===== src/rtl/arb_pkg.sv =====
// Shared types for the dual-requester bus arbiter.
package arb_pkg;

    // Bus ownership state; the gap states are the dead cycle of a forced hand-over.
    typedef enum logic [2:0] {
        ST_IDLE     = 3'd0,
        ST_DYN      = 3'd1,
        ST_STA      = 3'd2,
        ST_GAP_DYN  = 3'd3,   // forced off the static side, dynamic next
        ST_GAP_STA  = 3'd4    // forced off the dynamic side, static next
    } arb_state_t;

endpackage


===== src/rtl/arb_timeout_reg.sv =====
// Holds the 8-bit static-side timeout setting behind a simple register port.
// Assumes byte addressing; only the low byte of the word is implemented and
// a zero low byte is never stored, so the setting is always non-zero.
module arb_timeout_reg #(
    parameter int              ADDR_W   = 8,
    parameter int              DATA_W   = 32,
    parameter logic [ADDR_W-1:0] SLOT_ADDR = 8'h50,
    parameter logic [7:0]      SLOT_RST = 8'hFF
) (
    input  logic              clk,
    input  logic              rst_n,
    input  logic              wr,
    input  logic [ADDR_W-1:0] addr,
    input  logic [DATA_W-1:0] wdata,
    output logic [DATA_W-1:0] rdata,
    output logic [7:0]        setting
);

    localparam int PAD_W = DATA_W - 8;

    logic hit;
    logic take;
    logic unused_hi;

    assign hit       = (addr == SLOT_ADDR);
    assign take      = wr && hit && (wdata[7:0] != 8'h00);
    assign unused_hi = ^wdata[DATA_W-1:8];

    // Setting register: reset value, then accept only non-zero low bytes.
    always_ff @(posedge clk) begin
        if (!rst_n) begin
            setting <= SLOT_RST;
        end else if (take) begin
            setting <= wdata[7:0];
        end
    end

    // Read path: zero-extended setting at its slot, zero elsewhere.
    always_comb begin
        rdata = '0;
        if (hit) begin
            rdata = {{PAD_W{1'b0}}, setting};
        end
    end

    a_r10_never_zero: assert property (@(posedge clk) disable iff (!rst_n)
        setting != 8'h00);

    a_r10_zero_write_kept: assert property (@(posedge clk) disable iff (!rst_n)
        (wr && hit && wdata[7:0] == 8'h00) |=> $stable(setting));

endmodule


===== src/rtl/arb_timeout_ctr.sv =====
// Counts consecutive cycles in which the non-owner is kept waiting.
// Loads the limit minus one on the first conflict edge, counts down on each
// further one, and flags expiry on the edge that completes the limit.
// Assumes load_val >= 1; clear (a change of owner) or a lapse in the
// conflict discards the count.
module arb_timeout_ctr #(
    parameter int CNT_W = 10
) (
    input  logic             clk,
    input  logic             rst_n,
    input  logic             conflict,
    input  logic             clear,
    input  logic [CNT_W-1:0] load_val,
    output logic             expire
);

    logic             active;
    logic [CNT_W-1:0] cnt;

    // Countdown register with its armed flag.
    always_ff @(posedge clk) begin
        if (!rst_n) begin
            active <= 1'b0;
            cnt    <= '0;
        end else if (clear || !conflict) begin
            active <= 1'b0;
            cnt    <= '0;
        end else if (!active) begin
            active <= 1'b1;
            cnt    <= load_val;
        end else begin
            cnt    <= cnt - 1'b1;
        end
    end

    // Expiry: the current edge is the last one the waiter has to sit through.
    assign expire = conflict && active && (cnt == {{(CNT_W-1){1'b0}}, 1'b1});

    a_r8_restart_on_lapse: assert property (@(posedge clk) disable iff (!rst_n)
        (!conflict) |=> !active);

    a_r4_steady_countdown: assert property (@(posedge clk) disable iff (!rst_n)
        (active && conflict && !clear) |=> (cnt == $past(cnt) - 1'b1));

    a_r5_no_wrap: assert property (@(posedge clk) disable iff (!rst_n)
        active |-> (cnt != '0));

endmodule


===== src/rtl/arb_fsm.sv =====
// Ownership state machine for the two requesters.
// Idle bus: the dynamic side wins ties. An owner keeps the bus while it
// requests; a voluntary release passes it straight to a waiter; an expiry
// passes it through one dead cycle. Grants decode the registered state.
module arb_fsm
    import arb_pkg::*;
(
    input  logic clk,
    input  logic rst_n,
    input  logic req_dyn,
    input  logic req_sta,
    input  logic expire,
    output logic gnt_dyn,
    output logic gnt_sta,
    output logic conflict,
    output logic change
);

    arb_state_t state;
    arb_state_t state_nx;

    // Next-state choice for the current owner and requests.
    always_comb begin
        state_nx = state;
        case (state)
            ST_IDLE: begin
                if (req_dyn)      state_nx = ST_DYN;
                else if (req_sta) state_nx = ST_STA;
            end
            ST_DYN: begin
                if (!req_dyn)     state_nx = req_sta ? ST_STA : ST_IDLE;
                else if (expire)  state_nx = ST_GAP_STA;
            end
            ST_STA: begin
                if (!req_sta)     state_nx = req_dyn ? ST_DYN : ST_IDLE;
                else if (expire)  state_nx = ST_GAP_DYN;
            end
            ST_GAP_STA: begin
                if (req_sta)      state_nx = ST_STA;
                else if (req_dyn) state_nx = ST_DYN;
                else              state_nx = ST_IDLE;
            end
            ST_GAP_DYN: begin
                if (req_dyn)      state_nx = ST_DYN;
                else if (req_sta) state_nx = ST_STA;
                else              state_nx = ST_IDLE;
            end
            default:              state_nx = ST_IDLE;
        endcase
    end

    // State register.
    always_ff @(posedge clk) begin
        if (!rst_n) state <= ST_IDLE;
        else        state <= state_nx;
    end

    // Decode grants and the conflict and hand-over strobes for the counter.
    always_comb begin
        gnt_dyn  = (state == ST_DYN);
        gnt_sta  = (state == ST_STA);
        conflict = req_dyn && req_sta && (gnt_dyn || gnt_sta);
        change   = (state_nx != state);
    end

    a_r1_exclusive: assert property (@(posedge clk) disable iff (!rst_n)
        !(gnt_dyn && gnt_sta));

    a_r2_tie_to_dyn: assert property (@(posedge clk) disable iff (!rst_n)
        (state == ST_IDLE && req_dyn) |=> gnt_dyn);

    a_r6_dead_cycle: assert property (@(posedge clk) disable iff (!rst_n)
        ((gnt_dyn || gnt_sta) && req_dyn && req_sta && expire) |=> (!gnt_dyn && !gnt_sta));

    a_r7_voluntary_dyn: assert property (@(posedge clk) disable iff (!rst_n)
        (gnt_dyn && !req_dyn && req_sta) |=> gnt_sta);

    a_r3_hold_until_expiry: assert property (@(posedge clk) disable iff (!rst_n)
        (gnt_sta && req_sta && !expire) |=> gnt_sta);

endmodule


===== src/rtl/dual_bus_arbiter.sv =====
// Top level: shares one bus between a dynamic-memory and a static-memory
// controller, with a waiting-time limit on each owner. The dynamic owner's
// limit is fixed; the static owner's comes from an 8-bit register whose
// top bit is replicated into the upper counter bits.
module dual_bus_arbiter #(
    parameter int              ADDR_W      = 8,
    parameter int              DATA_W      = 32,
    parameter int              CNT_W       = 10,
    parameter int              DYN_TIMEOUT = 1024,
    parameter logic [ADDR_W-1:0] SLOT_ADDR = 8'h50,
    parameter logic [7:0]      SLOT_RST    = 8'hFF
) (
    input  logic              clk,
    input  logic              rst_n,
    input  logic              req_dyn,
    input  logic              req_sta,
    output logic              gnt_dyn,
    output logic              gnt_sta,
    input  logic              cfg_wr,
    input  logic [ADDR_W-1:0] cfg_addr,
    input  logic [DATA_W-1:0] cfg_wdata,
    output logic [DATA_W-1:0] cfg_rdata
);

    localparam int               HI_W     = CNT_W - 7;
    localparam logic [CNT_W-1:0] DYN_LOAD = CNT_W'(DYN_TIMEOUT - 1);

    logic [7:0]       setting;
    logic [CNT_W-1:0] sta_load;
    logic [CNT_W-1:0] load_val;
    logic             expire;
    logic             conflict;
    logic             change;

    // Widen the setting: bit 7 fills all upper counter bits.
    assign sta_load = {{HI_W{setting[7]}}, setting[6:0]};
    // Limit of whichever side owns the bus now.
    assign load_val = gnt_sta ? sta_load : DYN_LOAD;

    arb_timeout_reg #(
        .ADDR_W    (ADDR_W),
        .DATA_W    (DATA_W),
        .SLOT_ADDR (SLOT_ADDR),
        .SLOT_RST  (SLOT_RST)
    ) u_reg (
        .clk     (clk),
        .rst_n   (rst_n),
        .wr      (cfg_wr),
        .addr    (cfg_addr),
        .wdata   (cfg_wdata),
        .rdata   (cfg_rdata),
        .setting (setting)
    );

    arb_timeout_ctr #(
        .CNT_W (CNT_W)
    ) u_ctr (
        .clk      (clk),
        .rst_n    (rst_n),
        .conflict (conflict),
        .clear    (change),
        .load_val (load_val),
        .expire   (expire)
    );

    arb_fsm u_fsm (
        .clk      (clk),
        .rst_n    (rst_n),
        .req_dyn  (req_dyn),
        .req_sta  (req_sta),
        .expire   (expire),
        .gnt_dyn  (gnt_dyn),
        .gnt_sta  (gnt_sta),
        .conflict (conflict),
        .change   (change)
    );

    a_r1_reset_idle: assert property (@(posedge clk)
        (!rst_n) |=> (!gnt_dyn && !gnt_sta));

endmodule


===== config.mk =====
export PLATFORM = sky130hd
export DESIGN_NAME = dual_bus_arbiter
export DESIGN_NICKNAME = d
export VERILOG_FILES = /design/src/rtl/arb_pkg.sv /design/src/rtl/arb_timeout_reg.sv /design/src/rtl/arb_timeout_ctr.sv /design/src/rtl/arb_fsm.sv /design/src/rtl/dual_bus_arbiter.sv
export SDC_FILE = /design/constraint.sdc
export NUM_CORES = 1
export LEC_CHECK = 0
export BUFFER_PORTS_ARGS = -buffer_cell sky130_fd_sc_hd__buf_2
export CAP_MARGIN = 25
export CORE_MARGIN = 2
export CORE_UTILIZATION = 41
export DETAILED_ROUTE_END_ITERATION = 8
export PLACE_DENSITY = 0.8
export RECOVER_POWER = 25
export SLEW_MARGIN = 40
export SYNTH_ARGS = -nofsm -noshare
export SYNTH_HDL_FRONTEND = slang
export SYNTH_HIERARCHICAL = 1
export SYNTH_SLANG_ARGS = --single-unit

===== constraint.sdc =====
create_clock -name clk -period 2.1 [get_ports clk]
set_input_delay 0.21 -clock clk [delete_from_list [all_inputs] [get_ports clk]]
set_output_delay 0.21 -clock clk [all_outputs]
set_load 0.1 [all_outputs]

* Word-level counts from Yosys, hierarchy flattened *
Cells that the tools add are included.

operators by class
  $add $sub $neg = 1
  equal/unequal tests = 7
  multiplexer cells = 15
  bitwise operators = 1
  reduce and logical (&&, ||, !) cells = 12

operators with widths
  cell                                                  number
  2-to-1 mux 3 bit                                      8
  2-to-1 mux 10 bit                                     2
  case mux 3 bit (5 select lines)                       1
  equality test 10 x 1 -> 1 bit, second input constant  1
  subtractor 10 x 1 -> 10 bit, second input constant    1
  equality test 8 x 7 -> 1 bit, second input constant   1
  2-to-1 mux 8 bit                                      1
  nonzero test 8 bit                                    1
  equality test 3 x 2 -> 1 bit, second input constant   2
  logical AND 1 bit                                     6
  equality test 3 x 1 -> 1 bit, second input constant   1
  equality test 3 bit, second input constant            1
  zero test 3 bit                                       1
  != test 3 bit                                         1
  logical OR 1 bit                                      2
  2-to-1 mux 1 bit                                      2
  2-to-1 mux 2 bit                                      1
  OR reduction 2 bit                                    1
  zero test 1 bit                                       1
  NOT 1 bit                                             1

word-level totals
  register bits after elaboration = 22
  input bits = 45
  output and inout bits = 34
  logic and storage cells = 40

* Depth between registers and ports, before layout *
Gate-level depths: netlist of the first run.

  depth after elaboration = 11
  mapped depth = 10
  mapped depth without buffers = 8

* Hierarchy *
The synthesis of the first run kept the hierarchy.

by module, submodules not included
  module            instances  cells each  area each (um^2)  seq. area each (um^2)
  arb_timeout_reg   1          84          698.2             160.2
  arb_timeout_ctr   1          62          576.8             220.2
  arb_fsm           1          24          226.5             60.1
  dual_bus_arbiter  1          8           50.0              0.0

* Worst setup path after synthesis of the first run *
No wires, ideal clock.

  kind = reg-to-reg
  from = register u_fsm.state[0]
  to = register u_ctr.cnt[4]
  library setup time = 0.133 ns
  arrival = 2.977 ns
  data required time = 1.967 ns
  path slack = -1.011 ns
  cell stages (with the launch flop) = 11
  buffers on the path = 2
  clock period less this slack = 3.111 ns
  cells stage by stage = dfxtp_1 buf_6 nor3b_2 o211a_1 nand4b_1 nor3_1 a21oi_1 o21bai_1 nand3b_1 clkbuf_1 nor3_1

between the ends
  cells in the longest elaborated chain, start to end = 11
  elaborated cells between the ends (all ways) = 22
  classes of those cells = eq/ne: 5; mux: 9; reduce/logical: 8

RTL lines
  item                                        RTL line                      source
  from (decl)                                 arb_fsm.sv:19                 arb_state_t state;
  from (signal assigned)                      arb_fsm.sv:55                 else state <= state_nx;
  equality test 3 x 1 -> 1 bit *              arb_fsm.sv:60                 gnt_dyn = (state == ST_DYN);
  named net gnt_dyn                           dual_bus_arbiter.sv:17        output logic gnt_dyn,
  logical OR 1 bit *                          arb_fsm.sv:62                 conflict = req_dyn && req_sta && (gnt_dyn || gnt_sta);
  logical AND 1 bit *                         arb_fsm.sv:62
  named net conflict                          dual_bus_arbiter.sv:32        logic conflict;
  logical AND 1 bit * (2 in series)           arb_timeout_ctr.sv:37         assign expire = conflict && active && (cnt == {{(CNT_W-1){1'b0}}, 1'b1});
  named net expire                            dual_bus_arbiter.sv:31        logic expire;
  2-to-1 mux 3 bit, on equally long branches  arb_fsm.sv:36, arb_fsm.sv:32
  2-to-1 mux 3 bit, on equally long branches  arb_fsm.sv:35, arb_fsm.sv:31
  case mux 3 bit (5 select lines) *           arb_fsm.sv:25                 case (state)
  != test 3 bit *                             arb_fsm.sv:63                 change = (state_nx != state);
  named net change                            dual_bus_arbiter.sv:33        logic change;
  logical OR 1 bit *                          arb_timeout_ctr.sv:25         end else if (clear || !conflict) begin
  OR reduction 2 bit (no line) *              -
  to (signal assigned)                        arb_timeout_ctr.sv:30         cnt <= load_val;
  to (signal assigned)                        arb_timeout_ctr.sv:32         cnt <= cnt - 1'b1;
  to (decl)                                   arb_timeout_ctr.sv:18         logic [CNT_W-1:0] cnt;

The timed path passes the listed nets; every way through them passes the cells marked *.
A chain may end at the register's enable or synchronous reset.

* Worst setup path in the final report of the first run *
  from = register u_fsm.state[2]
  to = register u_ctr.cnt[2]

between the ends
  cells in the longest elaborated chain, start to end = 11
  elaborated cells between the ends (all ways) = 22
  classes of those cells = eq/ne: 5; mux: 9; reduce/logical: 8

RTL lines
  item                                                                          RTL line
  equality test 3 x 1 -> 1 bit or equality test 3 x 2 -> 1 bit (tied branches)  arb_fsm.sv:60, arb_fsm.sv:61
  logical OR 1 bit *                                                            arb_fsm.sv:62
  logical AND 1 bit *                                                           arb_fsm.sv:62
  named net conflict                                                            dual_bus_arbiter.sv:32
  logical AND 1 bit * (2 in series)                                             arb_timeout_ctr.sv:37
  named net expire                                                              dual_bus_arbiter.sv:31
  2-to-1 mux 3 bit, on equally long branches                                    arb_fsm.sv:36, arb_fsm.sv:32
  2-to-1 mux 3 bit, on equally long branches                                    arb_fsm.sv:35, arb_fsm.sv:31
  case mux 3 bit (5 select lines) *                                             arb_fsm.sv:25
  != test 3 bit *                                                               arb_fsm.sv:63
  named net change                                                              dual_bus_arbiter.sv:33
  logical OR 1 bit *                                                            arb_timeout_ctr.sv:25
  OR reduction 2 bit (no line) *                                                -

Marks and branches as above.

==> results.cfg, run 1 <==
[sta]
finalHoldViolCount = 0
grt_setup_unrepaired = no
period_needed_ps = 1879
tightest_slew_ps = 892.1
slew_viol_final = 0
min_period_over_period_pct = 89.47
skew_ps = 1.741
max_freq_mhz = 532.2
finalSetupViolations = 0
relSlewSlack_pct = 40.37

[worst_setup_path]
slowest_delay_ps = 410
cp_max_fo = 11
r2r_cells = 9
rrSetupSlack_ps = 220
cp_slowest_cell = dfxtp_1
reg2reg_from = u_fsm/state[2]
critPathRequiredTime_ps = 2250
rr_endpoint = u_ctr/cnt[2]
crit_arrival_ps = 2020
crit_chain = nor3b_4 -> o211a_1 -> nand4b_1 -> nor3_2 -> a21oi_1 -> o21bai_1 -> nand3b_1 -> buf_12 -> a211oi_1
critPathKind = flop to flop
end_kind = flop
start_kind = flop

[cts]
cts_resized = 0
htree_levels = 1
insertion_delay_ps = 260
cts_buffers = 3
clock_sinks = 22
clock_tree.buffer_depth = 2
postCtsHoldBufs = 0
clk_pin_slew_ps = 80
cts_setup_buffers = 0
cts_tree = yes
clock_tree.root_cell = clkbuf_8

[final_layout]
stdcell_area_um2 = 1858
drive_gt1_share_pct = 27.14
n_antenna_cell = 0
nets = 258
utilization_pct = 50.75
layout_commonest_cell = conb_1
area_growth_pct = 19.76
mostFrequentLayoutCells = conb_1, buf_2, dfxtp_1

[run]
drv_cap = 0

[worst_hold_path]
hold_class = primary input to flop
worstHoldEndpoint = u_reg/setting[1]
holdPathStages = 3
worstHoldStart = cfg_wdata[1]

[yosys]
synthCells = 178
ys_async_sr_fraction_pct = 0
ys_top_cells_by_area = dfxtp_1, buf_4, nand2b_1
synth_top_area_share_pct = 28.39
ys.flop_type = dfxtp_1
netlist_area_um2 = 1551
yosysWarnings = 6
ys_ff_latch = 22
synth_seq_area_share_pct = 28.39
synth-edff-count = 0
avgSynthCellArea_um2 = 8.716
ys_types = 46
synth.largest_area_cell = dfxtp_1

[detailed_routing]
drc = 0
drt-total-wl_mm = 2.874
drtPass1Iterations = 4
avgRoutedWirePerCell_um = 11.14
dr_total_vias = 1290
initialDrtViolationCount = 45
routed_via_density = 5.000
ant_nets = 0

[global_routing]
grt_max_degree = 20
antenna_found_initial = 0
grtUsageTotal_pct = 14.67
overflow = 0
grt_pass1_wl_mm = 5.009
grt_pass1_vias = 1165

[die]
die_w_um = 65.52
core-area_um2 = 3661
dieArea_um2 = 4292
die_y_um = 65.52
io_pins = 79
start_util_pct = 42.38
num_rows = 22

[pwr]
peakVddDrop_uv = 355.6
power_w = 0.001033
power.leakage_nw = 0.8451
cellPowerDensity_nw_per_um2 = 555.8

[outcome]
status = complete, no violations

[placement]
dpl.hpwl_mm = 2.217
place_area_um2 = 1821
gp_congestion = 0.7721
port_buffers = 30
## per-stage QoR
stage               setup slack [ps]  hold WS (ps)  setup TNS, ps  cells
floorplan                     -510.6         342.1          -5694    201
global placement               247.1         481.4              0    254
detailed placement             205.4         483.3              0    254
CTS                            198.9         200.8              0    258
global route                   10.66         232.0              0    258
finish                         221.1         208.7              0    258
## flip-flops by register name, indices dropped and copies added, names as in the netlist
register	cells
u_ctr/active	1
u_ctr/cnt	10
u_fsm/state	3
u_reg/setting	8
## critical path: cells and delay by family, from the launching register on
family	cells	cell delay, ps
DFF	1	410
AOI/OAI and AO/OA	4	460
and+or+nand+nor	4	750
buffers and inverters	1	140
## where the power goes
part           total (W)  switching, W  internal, W
Clock           0.000302      0.000135     0.000167
Combinational   0.000304      0.000255    0.0000487
Sequential      0.000427    0.00000551     0.000421
## synthesized netlist by cell type, types with 2 or more instances
cell / n
nor4b_4: 2
nand2b_1: 16
o21ai_1: 3
a41oi_1: 8
clkbuf_1: 3
a211oi_1: 7
ha_1: 2
nor4_1: 4
buf_2: 2
nor3_1: 2
and3_1: 5
nor2_1: 13
xnor2_1: 7
a21oi_1: 2
a31oi_1: 8
inv_1: 13
nand3b_1: 4
and3_2: 4
buf_4: 25
dfxtp_1: 22
## kinds of logic (layout without fill, tap and decap cells)
logic type      count (synthesis)  in the layout  share of synthesized area (%)
xor+xnor                        7              7                          3.952
buf+inv                        45             54                          17.66
compound gates                 35             35                          16.77
fa+ha+maj                       2              2                          1.613
other cells                     1             24                         0.2417
simple gates                   65             65                          30.73
flops                          22             22                          28.39
mux                             1              1                         0.6452
## metal layers
layer	wire, µm	up-vias	global-route usage, %
met2	1476	45	25.77
met3	165	4	2.568
met4	26	0	4.688
met5	0	-	0
li1	-	654	-
met1	1205	587	18.11
## worst max path at each step
stage / startpoint / endpoint / slack [ps] / depth (start not counted)
after floorplan: u_fsm/state[0] / u_ctr/cnt[2] / -510 / 10
after global placement: u_fsm/state[2] / u_ctr/cnt[5] / 250 / 9
after detailed placement: u_fsm/state[2] / u_ctr/cnt[8] / 210 / 9
after CTS: u_fsm/state[2] / u_ctr/cnt[8] / 200 / 9
after global routing: u_fsm/state[2] / u_ctr/cnt[5] / 10 / 9
final: u_fsm/state[2] / u_ctr/cnt[2] / 220 / 9
## area by class of cell
class / instances / area [µm²]
well taps: 48 / 60.06
multi-input cells: 134 / 924.6
repair buffers: 37 / 327.8
flip-flops and latches: 22 / 441.7
fillers: 343 / 1803
inverters: 13 / 48.80
clock buffers: 4 / 55.05
(Power assumes the default switching activity.)
==> run 2, diff against run 1 <==
Settings changed: ABC_AREA from default to 1, CORE_UTILIZATION 41 to 43, PLACE_DENSITY 0.8 to 0.81.
==> run 2 against run 1 <==
The flow now finishes with violations (negative setup slack); sequential cell count did not move; critical path depth grew 11; first-iteration DRC count unchanged; non-clock buffer count grew 21; global-route usage is 2.5 points higher; count of clock-buffer cells in the layout shrank 1; via count up 32%; worst setup slack lost 510 ps; synthesized cell count rose by 59%; critical path type unchanged; largest cell class unchanged; highest routed layer unchanged.
==> results.cfg, run 2 <==
[final_layout]
multi_input_area_um2 = 1015
nets = 388
regMostFlops = u_ctr/cnt
layout_commonest_cell = nand2_1
fillers = 350
final-seq-area_um2 = 444.2
area_growth_pct = 24.66
mostFrequentLayoutCells = nand2_1, inv_1, nor2_1
largest_register_ffs = 10
stdcell_count = 390
reg.largest.list = u_ctr/cnt x10, u_reg/setting x8, u_fsm/state x3
drive_gt1_share_pct = 30.59
n_antenna_cell = 0

[pwr]
peakVddDrop_uv = 275.3
power.leakage_nw = 1.365
cellPowerDensity_nw_per_um2 = 644.4
internal_power_w = 0.0008256
pwr-share-comb_pct = 40.0
power_w = 0.001394
power_frac_clock_pct = 28.2
netSwitchingFraction_pct = 40.78
pwr-share-seq_pct = 31.8
switchingPower_w = 0.0005685

[global_routing]
overflow = 0
grtUsageTotal_pct = 17.17
grt_pass1_vias = 1536
grt_pass1_wl_mm = 6.078
antenna_found_initial = 0
grt_max_degree = 16

[yosys]
synth.most_common_cell = nand2_1
ys.flop_type = dfxtp_1
synth_top_area_share_pct = 25.38
synth_seq_area_share_pct = 25.38
synthXorXnorAreaFrac_pct = 0.5047
ys_ff_latch = 22
ys_types = 29
synthCells = 283
synth_fa_ha_area_share_pct = 1.442
synth_common_cells = nand2_1, inv_1, nor2_1, nand3_1, buf_4
synth.largest_area_cell = dfxtp_1
synth_top_family_by_area = simple AND/OR/NAND/NOR gates
netlist_area_um2 = 1735
synth_compound_area_share_pct = 5.984
avgSynthCellArea_um2 = 6.132
ys_top_cells_by_area = dfxtp_1, nand2_1, buf_4
yosysWarnings = 6
ys_async_sr_fraction_pct = 0
yosys.area_share.simple_pct = 42.61
synthMuxAreaShare_pct = 0
synth-edff-count = 0

[die]
core-area_um2 = 3943
io_pins = 79
dieArea_um2 = 4560
die_y_um = 67.53
start_util_pct = 44.02
num_rows = 23
die_w_um = 67.53

[detailed_routing]
dr_total_vias = 1702
initialDrtViolationCount = 45
routed_via_density = 4.364
avgRoutedWirePerCell_um = 9.818
drc = 0
drt-total-wl_mm = 3.829
drtPass1Iterations = 4
ant_nets = 0

[sta]
finalSetupViolations = 11
hold-worst-slack_ps = 201.4
fin_ws_ps = -284.0
min_period_over_period_pct = 113.5
finalHoldViolCount = 0
max_freq_mhz = 419.5
period_needed_ps = 2384
skew_ps = 4.480
slew_viol_final = 0
grt_setup_unrepaired = yes

[placement]
dp_slack_ps = -319.9
port_buffers = 30
dpl.hpwl_mm = 2.886
dp_cells = 379
gp_congestion = 0.8270

[outcome]
violations = negative setup slack
status = finished with violations

[run]
drv_cap = 0

[worst_setup_path]
critPathRequiredTime_ps = 2300
r2r_cells = 20
rrSetupSlack_ps = -280
crit_arrival_ps = 2580
rr_endpoint = u_ctr/cnt[3]
startpoint = u_fsm/state[1]
endpoint = u_ctr/cnt[3]
critPathKind = flop to flop
end_kind = flop
reg2reg_from = u_fsm/state[1]
start_kind = flop
cp_max_fo = 6

[cts]
clock_sinks = 22
clk_pin_slew_ps = 80
cts_tree = yes
clock_tree.root_cell = clkbuf_8
insertion_delay_ps = 260
postCtsHoldBufs = 0
htree_levels = 1
cts_buffers = 3
clock_tree.buffer_depth = 2

[worst_hold_path]
hold_class = primary input to flop
run 2: cell count changes after synthesis, sizes merged, moves of 6 or more:
cell / change
nand2: +63
inv: +42
nor2: +40
nand3: +32
nand2b: -16
and3: -9
a41oi: -8
a211oi: -7
o21ai: +7
xnor2: -6
run 2: worst min-delay path by stage:
stage,from,to,cells past startpoint
2_1_floorplan,rst_n,u_fsm/state[1],2
3_3_place_gp,u_reg/setting[1],u_reg/setting[1],2
4_1_cts,cfg_wdata[5],u_reg/setting[5],3
3_5_place_dp,cfg_wdata[1],u_reg/setting[1],3
5_1_grt,cfg_wdata[1],u_reg/setting[1],3
6_report,cfg_wdata[5],u_reg/setting[5],3
run 2: cell type report:
type,count,share of cell area [%]
Timing Repair Buffer,58,16.83
Tap cell,50,2.892
Sequential cell,22,20.53
Multi-Input combinational cell,201,46.91
Inverter,55,9.543
Clock buffer,3,1.909
Clock inverter,1,1.388
run 2: logic make-up after synthesis:
group,count (synthesis)
flip-flops,22
AO/OA/AOI/OAI,19
buffers and inverters,83
adder cells (fa/ha/maj),2
AND/OR/NAND/NOR,155
other,1
XOR/XNOR,1
run 2: power groups by stage:
stage / Combinational (W) / Sequential (W) / Clock [W]
after CTS: 0.000537 / 0.000442 / 0.000399
after global routing: 0.000594 / 0.000445 / 0.000410
after floorplan: 0.000453 / 0.000450 / 0
after global placement: 0.000509 / 0.000450 / 0
final: 0.000557 / 0.000444 / 0.000393
after detailed placement: 0.000519 / 0.000450 / 0
run 2: stage by stage:
step / TNS [ps] / utilization [%] / area, µm²
5_1_grt: -4284 / 54.87 / 2163
6_report: -2510 / 54.87 / 2163
3_5_place_dp: -2867 / 50.71 / 1999
4_1_cts: -2854 / 53.70 / 2117
2_1_floorplan: -6133 / - / 1837
3_3_place_gp: -1871 / 50.71 / 1999
run 2: per-layer routing:
| layer | up-vias | track usage, % | routed length (µm) |
|---|---|---|---|
| met1 | 724 | 19.11 | 1643 |
| met3 | 4 | 2.333 | 170 |
| met4 | 0 | 5.357 | 44 |
| met5 | - | 0 | 0 |
| met2 | 47 | 33.09 | 1971 |
| li1 | 927 | - | - |
run 2: repair_timing:
| action | 4_1_cts | 5_1_grt |
|---|---|---|
| endpoints found under the hold margin | 0 | 0 |
| setup endpoints to repair | 11 | 11 |
| buffers inserted | 3 | 4 |
| gates resized for setup | 8 | 11 |
| pin swaps | 13 | 8 |
run 2: worst max-delay path: stages, from the launching register on:
cell	delay, ps
dfxtp_2	340
inv_2	70
nand2_4	60
nor2_4	90
inv_2	60
a211oi_4	260
nand3_2	120
nor3_4	180
buf_6	130
nor2_2	40
nand2_2	60
nand2_2	60
nor2_4	90
nand2_1	60
nand2_1	60
nand2_1	40
inv_1	60
nand2_2	60
nor2_4	170
o21ai_0	150
a31oi_1	150
==> run 3, diff against run 2 <==
Settings changed: CTS_BUF_LIST from default to sky130_fd_sc_hd__clkbuf_16.
==> run 3 against run 2 <==
The flow still finishes with violations (negative setup slack); sequential share of layout area down 0.25 points; global-route usage is 0.81 points higher; largest cell class unchanged; non-clock buffer count stayed put; first-iteration DRC count grew 4.4%; via count grew 2.1%; die area is the same.
==> results.cfg, run 3 (same netlist as run 2, synthesis figures left out) <==
[cts]
htree_levels = 1
postCtsHoldBufs = 0
cts_buffers = 3
insertion_delay_ps = 250
clock_tree.root_cell = clkbuf_16
clock_tree.buffer_depth = 2
clock_sinks = 22
clk_pin_slew_ps = 60
cts_tree = yes

[detailed_routing]
avgRoutedWirePerCell_um = 10.12
drc = 0
ant_nets = 0
drtPass1Iterations = 4
initialDrtViolationCount = 47
dr_total_vias = 1738
drt-total-wl_mm = 3.946
routed_via_density = 4.456

[worst_setup_path]
cp_max_fo = 6
worst-path-buf-inv = 5
cp_slowest_cell = dfxtp_2
cp_common_cell = nand2_1
crit_chain = inv_2 -> nand2_4 -> nor2_4 -> inv_2 -> a211oi_4 -> nand3_2 -> nor3_4 -> buf_4 -> nor2_2 -> nand2_2 -> nand2_2 -> nor2_4 -> nand2_1 -> nand2_1 -> nand2_1 -> inv_1 -> nand2_2 -> nor2_4 -> inv_2 -> nor2_2 -> nand2_1 -> nor2_1
slowest_delay_ps = 340
critPathKind = flop to flop
reg2reg_from = u_fsm/state[1]
rrSetupSlack_ps = -270
critPathTopFamily = simple AND/OR/NAND/NOR gates
crit_arrival_ps = 2560
critPathRequiredTime_ps = 2290
start_kind = flop
rr_endpoint = u_ctr/cnt[8]
end_kind = flop
r2r_cells = 22

[final_layout]
stdcell_area_um2 = 2190
layout_commonest_cell = nand2_1
n_antenna_cell = 0
drive_gt1_share_pct = 30.29
largest_register_ffs = 10
fillers = 352
regMostFlops = u_ctr/cnt
area_growth_pct = 26.17
final-seq-area_um2 = 444.2
stdcell_count = 390
mostFrequentLayoutCells = nand2_1, inv_1, nor2_1
utilization_pct = 55.54
nets = 388
reg.largest.list = u_ctr/cnt x10, u_reg/setting x8, u_fsm/state x3
multi_input_area_um2 = 1007

[sta]
finalSetupViolations = 11
min_period_over_period_pct = 112.8
skew_ps = 1.675
grt_setup_unrepaired = yes
setup_tns_ps = -2269
max_freq_mhz = 422.1
finalHoldViolCount = 0
fin_ws_ps = -269.2
slew_viol_final = 0
period_needed_ps = 2369

[die]
start_util_pct = 44.02
io_pins = 79
die_w_um = 67.53
die_y_um = 67.53
core-area_um2 = 3943
dieArea_um2 = 4560
num_rows = 23

[pwr]
power.leakage_nw = 1.378
power_w = 0.001530
cellPowerDensity_nw_per_um2 = 698.8
peakVddDrop_uv = 259.7

[global_routing]
grtUsageTotal_pct = 17.97
overflow = 0
antenna_found_initial = 0
grt_max_degree = 16
grt_pass1_vias = 1563
grt_pass1_wl_mm = 6.258

[worst_hold_path]
hold_class = primary input to flop
worstHoldStart = cfg_wdata[5]
holdPathStages = 3
worstHoldEndpoint = u_reg/setting[5]

[placement]
dp_cells = 379
place_area_um2 = 1999
port_buffers = 30
dpl.hpwl_mm = 2.886
gp_congestion = 0.8270

[outcome]
violations = negative setup slack
status = finished with violations

[run]
drv_cap = 0
[run 3: changes by cell type in the layout (fill, tap and decap cells not counted)]
cell and delta:
clkbuf_16 +3, clkbuf_8 -3, nand2_1 +1, nand2_2 -1, nor2_2 +1, nor2_4 -1, o21ai_0 -2, o21ai_1 +2
[run 3: where the power goes]
| group | leakage (nW) | internal [W] | switching (W) | total [W] |
|---|---|---|---|---|
| Combinational | 1.15 | 0.000143 | 0.000416 | 0.000560 |
| Clock | 0.0511 | 0.000378 | 0.000148 | 0.000526 |
| Sequential | 0.179 | 0.000432 | 0.0000127 | 0.000444 |
[run 3: tightest hold or removal path, delay by kind of cell]
family	cells	cell delay, ps
buf+inv	1	90
simple gates	2	140
[run 3: worst max path at each step]
stage / endpoint / depth (start not counted) / startpoint
floorplan: u_ctr/cnt[8] / 22 / u_fsm/state[1]
global placement: u_ctr/cnt[3] / 18 / u_fsm/state[0]
detailed placement: u_ctr/cnt[8] / 20 / u_fsm/state[0]
CTS: u_ctr/cnt[8] / 21 / u_fsm/state[1]
global route: u_ctr/cnt[8] / 22 / u_fsm/state[1]
finish: u_ctr/cnt[8] / 22 / u_fsm/state[1]
[run 3: cell type report]
class	count	area share (%)
multi-input cells	201	46.00
flip-flops and latches	22	20.29
repair buffers	58	16.63
inverters	55	9.429
clock buffers	3	3.429
well taps	50	2.857
clock inverters	1	1.371
[run 3: metrics by stage]
stage / worst slack (ps) / hold WS [ps]
final: -269.2 / 213.8
after global routing: -420.5 / 225.9
after CTS: -274.9 / 211.0
after detailed placement: -319.9 / 472.4
after global placement: -222.8 / 464.4
after floorplan: -607.2 / 307.6
[run 3: timing repair]
action | 4_1_cts | 5_1_grt
setup buffers | 3 | 4
setup endpoints to repair | 11 | 11
pin swaps | 4 | 4
gates resized for setup | 9 | 10
cloned | 0 | 0
[run 3: per-layer routing]
layer	GRT usage [%]	wire, µm	share of wire (%)
met5	0	0	0
met4	5.867	80	2.0
met3	2.667	192	4.9
met2	35.05	2017	51
met1	19.43	1655	42
